<file path="src/rtl/br_reg_pkg.sv">
package br_reg_pkg;

  localparam int RATE_W  = 8;
  localparam int BURST_W = 8;
  localparam int FRAC_W  = RATE_W;
  localparam int CRED_W  = BURST_W + FRAC_W;

  typedef logic [RATE_W-1:0]  rate_t;
  typedef logic [BURST_W-1:0] burst_t;
  typedef logic [CRED_W-1:0]  credit_t;

  typedef struct packed {
    burst_t sigma;
    rate_t  rho;
  } flow_cfg_t;

  localparam credit_t ONE_FLIT = credit_t'(1) << FRAC_W;

  // Burst size expressed in fixed-point credit units.
  function automatic credit_t credit_cap(burst_t s);
    return {s, {FRAC_W{1'b0}}};
  endfunction

  // A flow may send when at least one whole flit is banked.
  function automatic logic has_flit(credit_t c);
    return c >= ONE_FLIT;
  endfunction

  // One cycle of bucket arithmetic: earn rho, pay one flit if taken, clip at the cap.
  function automatic credit_t credit_next(credit_t cur, flow_cfg_t cfg, logic take);
    logic [CRED_W:0] sum;
    logic [CRED_W:0] cap;
    sum = {1'b0, cur} + {{(CRED_W + 1 - RATE_W){1'b0}}, cfg.rho};
    if (take) sum = sum - {1'b0, ONE_FLIT};
    cap = {1'b0, credit_cap(cfg.sigma)};
    if (sum > cap) return credit_cap(cfg.sigma);
    return sum[CRED_W-1:0];
  endfunction

endpackage

</file>
<file path="src/rtl/br_credit_bucket.sv">
module br_credit_bucket
  import br_reg_pkg::*;
(
  input  logic      clk,
  input  logic      rst_n,
  input  logic      cfg_hit,
  input  flow_cfg_t cfg_in,
  input  logic      take,
  output logic      eligible
);

  flow_cfg_t cfg_q;
  credit_t   credit_q;
  credit_t   credit_d;
  burst_t    sigma_in;

  assign sigma_in = cfg_in.sigma;

  always_comb credit_d = credit_next(credit_q, cfg_q, take);

  always_ff @(posedge clk) begin
    if (!rst_n) begin
      cfg_q    <= '0;
      credit_q <= '0;
    end else if (cfg_hit) begin
      cfg_q    <= cfg_in;
      credit_q <= credit_cap(cfg_in.sigma);
    end else begin
      credit_q <= credit_d;
    end
  end

  assign eligible = has_flit(credit_q);

  // the bank never holds more than the burst size
  a_r5_credit_cap: assert property (@(posedge clk) disable iff (!rst_n)
    credit_q <= credit_cap(cfg_q.sigma));

  // a flit is only taken against a whole credit
  a_r3_take_needs_flit: assert property (@(posedge clk) disable iff (!rst_n)
    take |-> eligible);

  // without a transfer the bank never shrinks
  a_r4_idle_no_loss: assert property (@(posedge clk) disable iff (!rst_n)
    (!take && !cfg_hit) |=> credit_q >= $past(credit_q));

  // a transfer always lowers the bank, since rho is below one flit
  a_r4_take_drops: assert property (@(posedge clk) disable iff (!rst_n)
    (take && !cfg_hit) |=> credit_q < $past(credit_q));

  // a parameter write refills the bank to the new burst
  a_r2_cfg_load: assert property (@(posedge clk) disable iff (!rst_n)
    cfg_hit |=> credit_q == credit_cap($past(sigma_in)));

endmodule

</file>
<file path="src/rtl/br_rr_lock.sv">
module br_rr_lock #(
  parameter int N    = 4,
  parameter int ID_W = 2
) (
  input  logic            clk,
  input  logic            rst_n,
  input  logic [N-1:0]    req,
  input  logic [N-1:0]    last_in,
  input  logic            fire,
  output logic [N-1:0]    grant,
  output logic [ID_W-1:0] grant_id
);

  logic            lock_q;
  logic [ID_W-1:0] lock_id_q;
  logic [ID_W-1:0] ptr_q;
  logic [N-1:0]    lock_mask;
  logic            pkt_end;

  function automatic logic [N-1:0] rr_pick(logic [N-1:0] r, logic [ID_W-1:0] p);
    logic [N-1:0] pick;
    pick = '0;
    for (int k = 1; k <= N; k++) begin
      int idx = (int'(p) + k) % N;
      if (pick == '0 && r[idx]) pick[idx] = 1'b1;
    end
    return pick;
  endfunction

  function automatic logic [ID_W-1:0] to_id(logic [N-1:0] oh);
    logic [ID_W-1:0] id;
    id = '0;
    for (int k = 0; k < N; k++) begin
      if (oh[k]) id = id | ID_W'(k);
    end
    return id;
  endfunction

  assign lock_mask = N'(1) << lock_id_q;

  always_comb begin
    if (lock_q) grant = req & lock_mask;
    else        grant = rr_pick(req, ptr_q);
  end

  assign grant_id = to_id(grant);
  assign pkt_end  = last_in[grant_id];

  always_ff @(posedge clk) begin
    if (!rst_n) begin
      lock_q    <= 1'b0;
      lock_id_q <= '0;
      ptr_q     <= ID_W'(N - 1);
    end else if (fire) begin
      if (pkt_end) begin
        lock_q <= 1'b0;
        ptr_q  <= grant_id;
      end else begin
        lock_q    <= 1'b1;
        lock_id_q <= grant_id;
      end
    end
  end

  // at most one flow owns the port
  a_r9_grant_onehot: assert property (@(posedge clk) disable iff (!rst_n)
    $onehot0(grant));

  // a grant always goes to a requesting flow
  a_r6_grant_in_req: assert property (@(posedge clk) disable iff (!rst_n)
    (grant & ~req) == '0);

  // an unheld port with any request is never left idle
  a_r6_work_conserving: assert property (@(posedge clk) disable iff (!rst_n)
    (!lock_q && (req != '0)) |-> (grant != '0));

  // a non-tail transfer holds the port
  a_r7_lock_after_head: assert property (@(posedge clk) disable iff (!rst_n)
    (fire && !pkt_end) |=> lock_q);

  // a held port is never handed to another flow
  a_r8_lock_exclusive: assert property (@(posedge clk) disable iff (!rst_n)
    lock_q |-> ((grant & ~lock_mask) == '0));

endmodule

</file>
<file path="src/rtl/br_flit_regulator.sv">
module br_flit_regulator
  import br_reg_pkg::*;
#(
  parameter  int N_FLOWS = 4,
  parameter  int DATA_W  = 32,
  localparam int FLOW_W  = (N_FLOWS > 1) ? $clog2(N_FLOWS) : 1
) (
  input  logic                      clk,
  input  logic                      rst_n,
  input  logic                      cfg_we,
  input  logic [FLOW_W-1:0]         cfg_flow,
  input  logic [BURST_W-1:0]        cfg_sigma,
  input  logic [RATE_W-1:0]         cfg_rho,
  input  logic [N_FLOWS-1:0]        src_valid,
  input  logic [N_FLOWS-1:0]        src_last,
  input  logic [N_FLOWS*DATA_W-1:0] src_data,
  output logic [N_FLOWS-1:0]        src_ready,
  output logic                      inj_valid,
  input  logic                      inj_ready,
  output logic [DATA_W-1:0]         inj_data,
  output logic                      inj_last,
  output logic [FLOW_W-1:0]         inj_flow
);

  flow_cfg_t          cfg_word;
  logic [N_FLOWS-1:0] eligible;
  logic [N_FLOWS-1:0] req;
  logic [N_FLOWS-1:0] grant;
  logic [FLOW_W-1:0]  grant_id;
  logic               fire;

  assign cfg_word.sigma = cfg_sigma;
  assign cfg_word.rho   = cfg_rho;

  for (genvar f = 0; f < N_FLOWS; f++) begin : g_flow
    logic hit;
    assign hit = cfg_we && (cfg_flow == FLOW_W'(f));
    br_credit_bucket u_bucket (
      .clk      (clk),
      .rst_n    (rst_n),
      .cfg_hit  (hit),
      .cfg_in   (cfg_word),
      .take     (src_ready[f]),
      .eligible (eligible[f])
    );
  end

  assign req = src_valid & eligible;

  br_rr_lock #(.N(N_FLOWS), .ID_W(FLOW_W)) u_arb (
    .clk      (clk),
    .rst_n    (rst_n),
    .req      (req),
    .last_in  (src_last),
    .fire     (fire),
    .grant    (grant),
    .grant_id (grant_id)
  );

  assign inj_valid = |grant;
  assign inj_flow  = grant_id;
  assign inj_data  = src_data[grant_id*DATA_W +: DATA_W];
  assign inj_last  = src_last[grant_id];
  assign src_ready = grant & {N_FLOWS{inj_ready}};
  assign fire      = inj_valid && inj_ready;

  // a source is only accepted alongside a network transfer
  a_r9_ready_needs_accept: assert property (@(posedge clk) disable iff (!rst_n)
    (src_ready != '0) |-> (inj_valid && inj_ready));

  // the offered flit belongs to a flow that presents one
  a_r9_offer_backed: assert property (@(posedge clk) disable iff (!rst_n)
    inj_valid |-> src_valid[inj_flow]);

endmodule

</file>
<file path="config.mk">
export PLATFORM = sky130hd
export DESIGN_NAME = br_flit_regulator
export DESIGN_NICKNAME = d
export VERILOG_FILES = /design/src/rtl/br_reg_pkg.sv /design/src/rtl/br_credit_bucket.sv /design/src/rtl/br_rr_lock.sv /design/src/rtl/br_flit_regulator.sv
export SDC_FILE = /design/constraint.sdc
export NUM_CORES = 1
export LEC_CHECK = 0
export CAP_MARGIN = 20
export CELL_PAD_IN_SITES_DETAIL_PLACEMENT = 1
export CELL_PAD_IN_SITES_GLOBAL_PLACEMENT = 1
export CORE_MARGIN = 3
export CORE_UTILIZATION = 34
export DETAILED_ROUTE_END_ITERATION = 7
export PLACE_DENSITY_LB_ADDON = 0.1
export RECOVER_POWER = 50
export REMOVE_ABC_BUFFERS = 1
export SYNTH_ARGS = -nofsm -noshare
export SYNTH_HDL_FRONTEND = slang
export SYNTH_SLANG_ARGS = --single-unit
</file>
<file path="constraint.sdc">
create_clock -name clk -period 11.5 [get_ports clk]
set_input_delay 2.875 -clock clk [delete_from_list [all_inputs] [get_ports clk]]
set_output_delay 2.875 -clock clk [all_outputs]
set_load 0.005 [all_outputs]
</file>
Yosys cells after proc, flatten, opt, wreduce, memory -nomap -nowiden. Index checks and enable logic that the tools add are counted. W data, S select, Z words.

Register bits: 133. Logic and storage cells: 146.

Add/sub/neg operators: 12. Magnitude comparators: 17. Equal/unequal tests: 3. Shift-type cells: 2. Multiplexer cells: 54. Bitwise gates (word level): 12. Reductions and logical operators: 27.

Operators with widths (count): $mux W16 (12); $shiftx A128 B8 Y32 (1); $add A16 B8 Y17 (4); $gt A17 B16 Y1 (4); $mux W17 (4); $sub A17 B9 Y17 const B (4); $ge A16 B9 Y1 const B (4); $mux W4 (8); $mux W1 (19); $lt A3 B4 Y1 const B (4); $reduce_or A2 Y1 (8); $and A4 B4 Y4 (3); $ge A3 B1 Y1 const B (4); $logic_and A1 B1 Y1 (12); $logic_not A4 Y1 (3); $or A4 B4 Y4 (3); $bmux W1 S2 (5); $demux W1 S2 (4); $add A2 B1 Y2 const B (2); $add A2 B2 Y2 const B (2); $and A1 B1 Y1 const A (4); $eq A2 B2 Y1 const B (2); $mux W2 (2); $reduce_and A2 Y1 (2); 6 further kinds (7).

Depth between registers and ports, before layout.
Depth in word-level cells: 28. Mapped depth: 27. Gate-level depth less buffers: 24.

By module. From an unflattened synthesis, not the netlist that was laid out.

Cell total of the unflattened synthesis: 1163. Area total of the unflattened synthesis: 10650.2 um^2.

By module, submodules not included: br_credit_bucket at g_flow[0].u_bucket ... (times used 2, cells an instance 261, area an instance 2257.2 um^2); br_credit_bucket at g_flow[3].u_bucket (times used 1, cells an instance 248, area an instance 2169.6 um^2); br_credit_bucket at g_flow[1].u_bucket (times used 1, cells an instance 234, area an instance 2122.0 um^2); br_flit_regulator (times used 1, cells an instance 55, area an instance 944.7 um^2); br_rr_lock (times used 1, cells an instance 104, area an instance 899.6 um^2).

Worst setup path before layout. OpenSTA, ideal clock, no wires.

Path type: input to output. Start point: in src_valid[0]. End point: out inj_data[16]. Arrival: 5503 ps. Setup slack: 3122 ps. Stages on the path: 12. Buffers on the path: 3. Path through: and3b_1 > o21a_1 > or4_1 > buf_2 > o21a_1 > a211oi_2 > o221ai_2 > o41a_1 > nand2_1 > clkbuf_1 > clkbuf_1 > a21oi_1.

RTL lines: start: declaration (RTL line br_flit_regulator.sv:14) `input logic [N_FLOWS-1:0] src_valid,`; $and A4 B4 Y4 * (RTL line br_flit_regulator.sv:48) `assign req = src_valid & eligible;`; $bmux W1 S2 (RTL line br_rr_lock.sv:25) `if (pick == '0 && r[idx]) pick[idx] = 1'b1;`; $mux W1 (not written as such) (2 in a row) (RTL line br_rr_lock.sv:25); $mux W4 (RTL line br_rr_lock.sv:25); $mux W4 (RTL line br_rr_lock.sv:42) `if (lock_q) grant = req & lock_mask;`; $logic_not A4 Y1 (RTL line br_rr_lock.sv:25); $logic_and A1 B1 Y1 (RTL line br_rr_lock.sv:25); $mux W4 (RTL line br_rr_lock.sv:25); [5 not listed]; $logic_not A4 Y1 (RTL line br_rr_lock.sv:25); $logic_and A1 B1 Y1 (RTL line br_rr_lock.sv:25); $mux W4 * (RTL line br_rr_lock.sv:25); $mux W4 * (RTL line br_rr_lock.sv:42); $mux W2 (RTL line br_rr_lock.sv:34) `if (oh[k]) id = id | ID_W'(k);`; $mux W2 * (RTL line br_rr_lock.sv:34); net inj_flow[1] (RTL line br_flit_regulator.sv:22) `output logic [FLOW_W-1:0] inj_flow`; $shiftx A128 B8 Y32 * (RTL line br_flit_regulator.sv:62) `assign inj_data = src_data[grant_id*DATA_W +: DATA_W];`; end: declaration (RTL line br_flit_regulator.sv:20) `output logic [DATA_W-1:0] inj_data,`.

Mark *: on every way through the listed nets, which the timed path passes. The rest lies on a longest branch. The select of a mux whose other input is x is not followed.

Worst setup path in the final report.
Start point: in src_valid[2]. End point: out inj_last.

Longest elaborated chain between the ends: 23.

RTL lines: $and A4 B4 Y4 * (RTL line br_flit_regulator.sv:48); $bmux W1 S2 (RTL line br_rr_lock.sv:25); $mux W1 (not written as such) (2 in a row) (RTL line br_rr_lock.sv:25); $mux W4 (RTL line br_rr_lock.sv:25); $mux W4 (RTL line br_rr_lock.sv:42); $logic_not A4 Y1 (RTL line br_rr_lock.sv:25); $logic_and A1 B1 Y1 (RTL line br_rr_lock.sv:25); $mux W4 (RTL line br_rr_lock.sv:25); [6 not listed]; $logic_and A1 B1 Y1 (RTL line br_rr_lock.sv:25); $mux W4 (RTL line br_rr_lock.sv:25); $mux W4 * (RTL line br_rr_lock.sv:42); $mux W1 (RTL line br_rr_lock.sv:34); $mux W2 (RTL line br_rr_lock.sv:34); $mux W2 * (RTL line br_rr_lock.sv:34); $bmux W1 S2 * (RTL line br_flit_regulator.sv:63) `assign inj_last = src_last[grant_id];`; $mux W1 (not written as such) * (RTL line br_flit_regulator.sv:63); end: declaration (RTL line br_flit_regulator.sv:21) `output logic inj_last,`.

Mark *: on every way between the ends. The rest lies on a longest branch, timed or not. The select of a mux whose other input is x is not followed.

==> impl_metrics.py <==
metrics = {
    "timing": {
        "rsz0062_at_grt": "no",
        "setup_ws_ns": 0.745,
        "slew_violations": 140,
        "tns_ns": 0,
        "hold_violations": 0,
        "clock_skew_ns": 0.00985,
        "finalCritPeriodShare": 0.935,
        "fmax_ghz": 0.0930,
        "maxSlewHeadroom": -0.464,
        "setup_viol": 0,
        "period_needed_ns": 10.75,
        "whs_ns": 0.456,
        "worstMarginPinSlew_ns": 2.20,
    },
    "floorplanning": {
        "die_x_um": 179,
        "core_um2": 29000,
        "die_area_um2": 31900,
        "ios": 198,
        "die_y_um": 179,
        "start_util": 0.349,
        "rows": 62,
    },
    "setup_path": {
        "cp_top_family": "compound AO/OA/AOI/OAI gates",
        "critPathBufInv": 3,
        "crit_chain": "dlygate4sd3_1, nand3_1, a21oi_1, or4_1, o21a_1, a211oi_2, o221ai_1, o311ai_4, buf_4, mux2i_1, mux2i_1, clkdlybuf4s50_1",
        "arrival_ns": 7.88,
        "worst_path_largest_cell_delay_ns": 1.00,
        "startpoint_type": "primary input",
        "path_max_fanout": 26,
        "cpMaxStageDelayCell": "o311ai_4",
        "cpMostUsedCell": "mux2i_1",
        "worstSetupPathType": "primary input to output pin",
        "required_ns": 8.63,
        "end_kind": "output pin",
    },
    "finish": {
        "layout-area-overhead-vs-synth_pct": 27.6,
        "nets": 1717,
        "final_core_util": 0.445,
        "diodes": 0,
        "fin_cells": 1876,
        "layout_common_cells": "194 x clkdlybuf4s50_1, 189 x nand2_1, 134 x a21oi_1",
        "drive_above_1_share": 0.0422,
        "final_common_cell": "clkdlybuf4s50_1",
    },
    "clocking": {
        "hold_buffers": 0,
        "cts-resized-gates": 0,
        "cts_buffers": 17,
        "path_clk_slew_ns": 0.06,
        "insertion_delay_ns": 0.42,
        "clockRootBuffer": "clkbuf_16",
        "clock_path_buffers": 2,
        "cts_setup_buffers": 0,
        "tritoncts": "yes",
        "htreeDepth": 4,
        "clock_sinks": 133,
    },
    "synthesis": {
        "muxShareOfSynthArea": 0.0610,
        "synth_seq_area_share": 0.263,
        "syn_avg_cell_area_um2": 7.68,
        "synth.distinct_cells": 84,
        "synth_top_cell_area_share": 0.263,
        "netlist_area_um2": 10100,
        "synth_warnings": 0,
        "synth_compound_area_frac": 0.229,
        "synth_area_leaders": "dfxtp_1 26%, ha_1 9.4%, nand2_1 7.0%, a21oi_1 6.6%, mux2i_1 5.4%",
        "async_flop_share": 0,
        "synth_top_family_by_area": "compound AO/OA/AOI/OAI gates",
        "yosysTopAreaCell": "dfxtp_1",
        "synth_simple_gate_area_frac": 0.225,
        "synth-adder-area-share": 0.102,
        "synth_edf_count": 0,
        "yosys.area_share.xor_xnor": 0.0631,
        "syn_inst": 1319,
        "synth_flop_cell": "dfxtp_1",
        "ys_ff_latch": 133,
    },
    "pwr": {
        "p_per_area_nw_per_um2": 349,
        "p_leak_nw": 4.96,
        "peakVddDrop_mv": 0.221,
    },
    "global_routing": {
        "grt_max_degree": 45,
        "antenna_found_initial": 0,
        "grt-ovfl-total": 0,
        "grt_pass1_wl_mm": 56.4,
        "grtUsageTotal": 0.223,
        "grt_pass1_vias": 10300,
    },
    "flow_run": {
        "cap_viol_max_count": 4,
    },
    "route": {
        "first_pass_iters": 5,
        "totalWireLength_mm": 36.7,
        "drc": 0,
        "num_vias": 10300,
        "postRouteAntennaNets": 0,
        "post_drt_via_cell_ratio": 5.49,
        "drt-initial-drc-count": 516,
        "wl_per_cell_um": 19.6,
    },
    "min_path": {
        "hold_class": "flop to flop",
    },
    "placement": {
        "place_ws_ns": 1.03,
        "hpwl_mm": 27.8,
        "port_buffers": 197,
        "gp_congestion": 0.902,
        "placed_cells": 1841,
    },
    "outcome": {
        "outcome": "finished, violations left",
        "violations": "max-capacitance violations, max-slew violations",
    },
}
-- sequential cells by signal, summed over array words and instances, names as in the netlist --
name                      cells
g_flow.u_bucket.cfg_q        64
g_flow.u_bucket.credit_q     64
u_arb.lock_id_q               2
u_arb.ptr_q                   2
u_arb.lock_q                  1
-- cells by family after synthesis --
family / Yosys count
multiplexers: 59
flip-flops: 133
XOR/XNOR: 73
adder cells (fa/ha/maj): 80
buffers and inverters: 142
AND/OR/NAND/NOR: 471
AO/OA/AOI/OAI: 361
-- where the power goes --
part	switching (mW)	leakage, nW	internal [mW]
registers	0.0998	1.08	0.534
logic	1.81	3.61	1.54
clock network	0.232	0.267	0.290
total	2.14	4.96	2.37
-- stage by stage --
stage / power [mW] / cell area [um2]
floorplan: 2.69 / 9820
finish: 4.51 / 12900
detailed placement: 4.01 / 12400
CTS: 4.56 / 12900
global route: 4.87 / 12900
global placement: 3.96 / 12400
-- worst min-delay path: stages (launching register included) --
cell	delay [ns]
dfxtp_1	0.31
nand2_1	0.05
a21oi_1	0.05
-- per-layer routing --
metal / track usage / wire (um) / vias up
met4: 0.0403 / 393 / 0
met1: 0.295 / 17000 / 4982
met2: 0.389 / 17700 / 215
met5: 0 / 0 / -
li1: - / - / 5076
met3: 0.0328 / 1680 / 29
-- synthesized netlist by cell type (36+ instances only) --
master,n
nand2_1,189
dfxtp_1,133
nand3_1,44
inv_1,72
nor2_1,64
ha_1,76
mux2i_1,55
clkbuf_1,49
o22ai_1,36
a21oi_1,133
o21ai_0,59
xnor2_1,41
-- layout make-up --
cell class	count	area (um2)
Inverter	73	274
Multi-Input combinational cell	1044	6890
Sequential cell	133	2660
Clock inverter	13	98.8
Timing Repair Buffer	210	2070
Clock buffer	19	453
Fill cell	3561	16100
Tap cell	384	480
-- path summary, 6_finish.rpt --
kind	start	to	slack, ns	cells after the start
hold / removal	g_flow[1].u_bucket.cfg_q[9]	g_flow[1].u_bucket.cfg_q[9]	0.46	2
setup reg to reg	u_arb.ptr_q[0]	g_flow[2].u_bucket.credit_q[0]	3.73	23
setup / recovery	src_valid[2]	inj_last	0.75	12
hold reg to reg	g_flow[1].u_bucket.cfg_q[9]	g_flow[1].u_bucket.cfg_q[9]	0.46	2
Power figures use the tool's default switching activity.
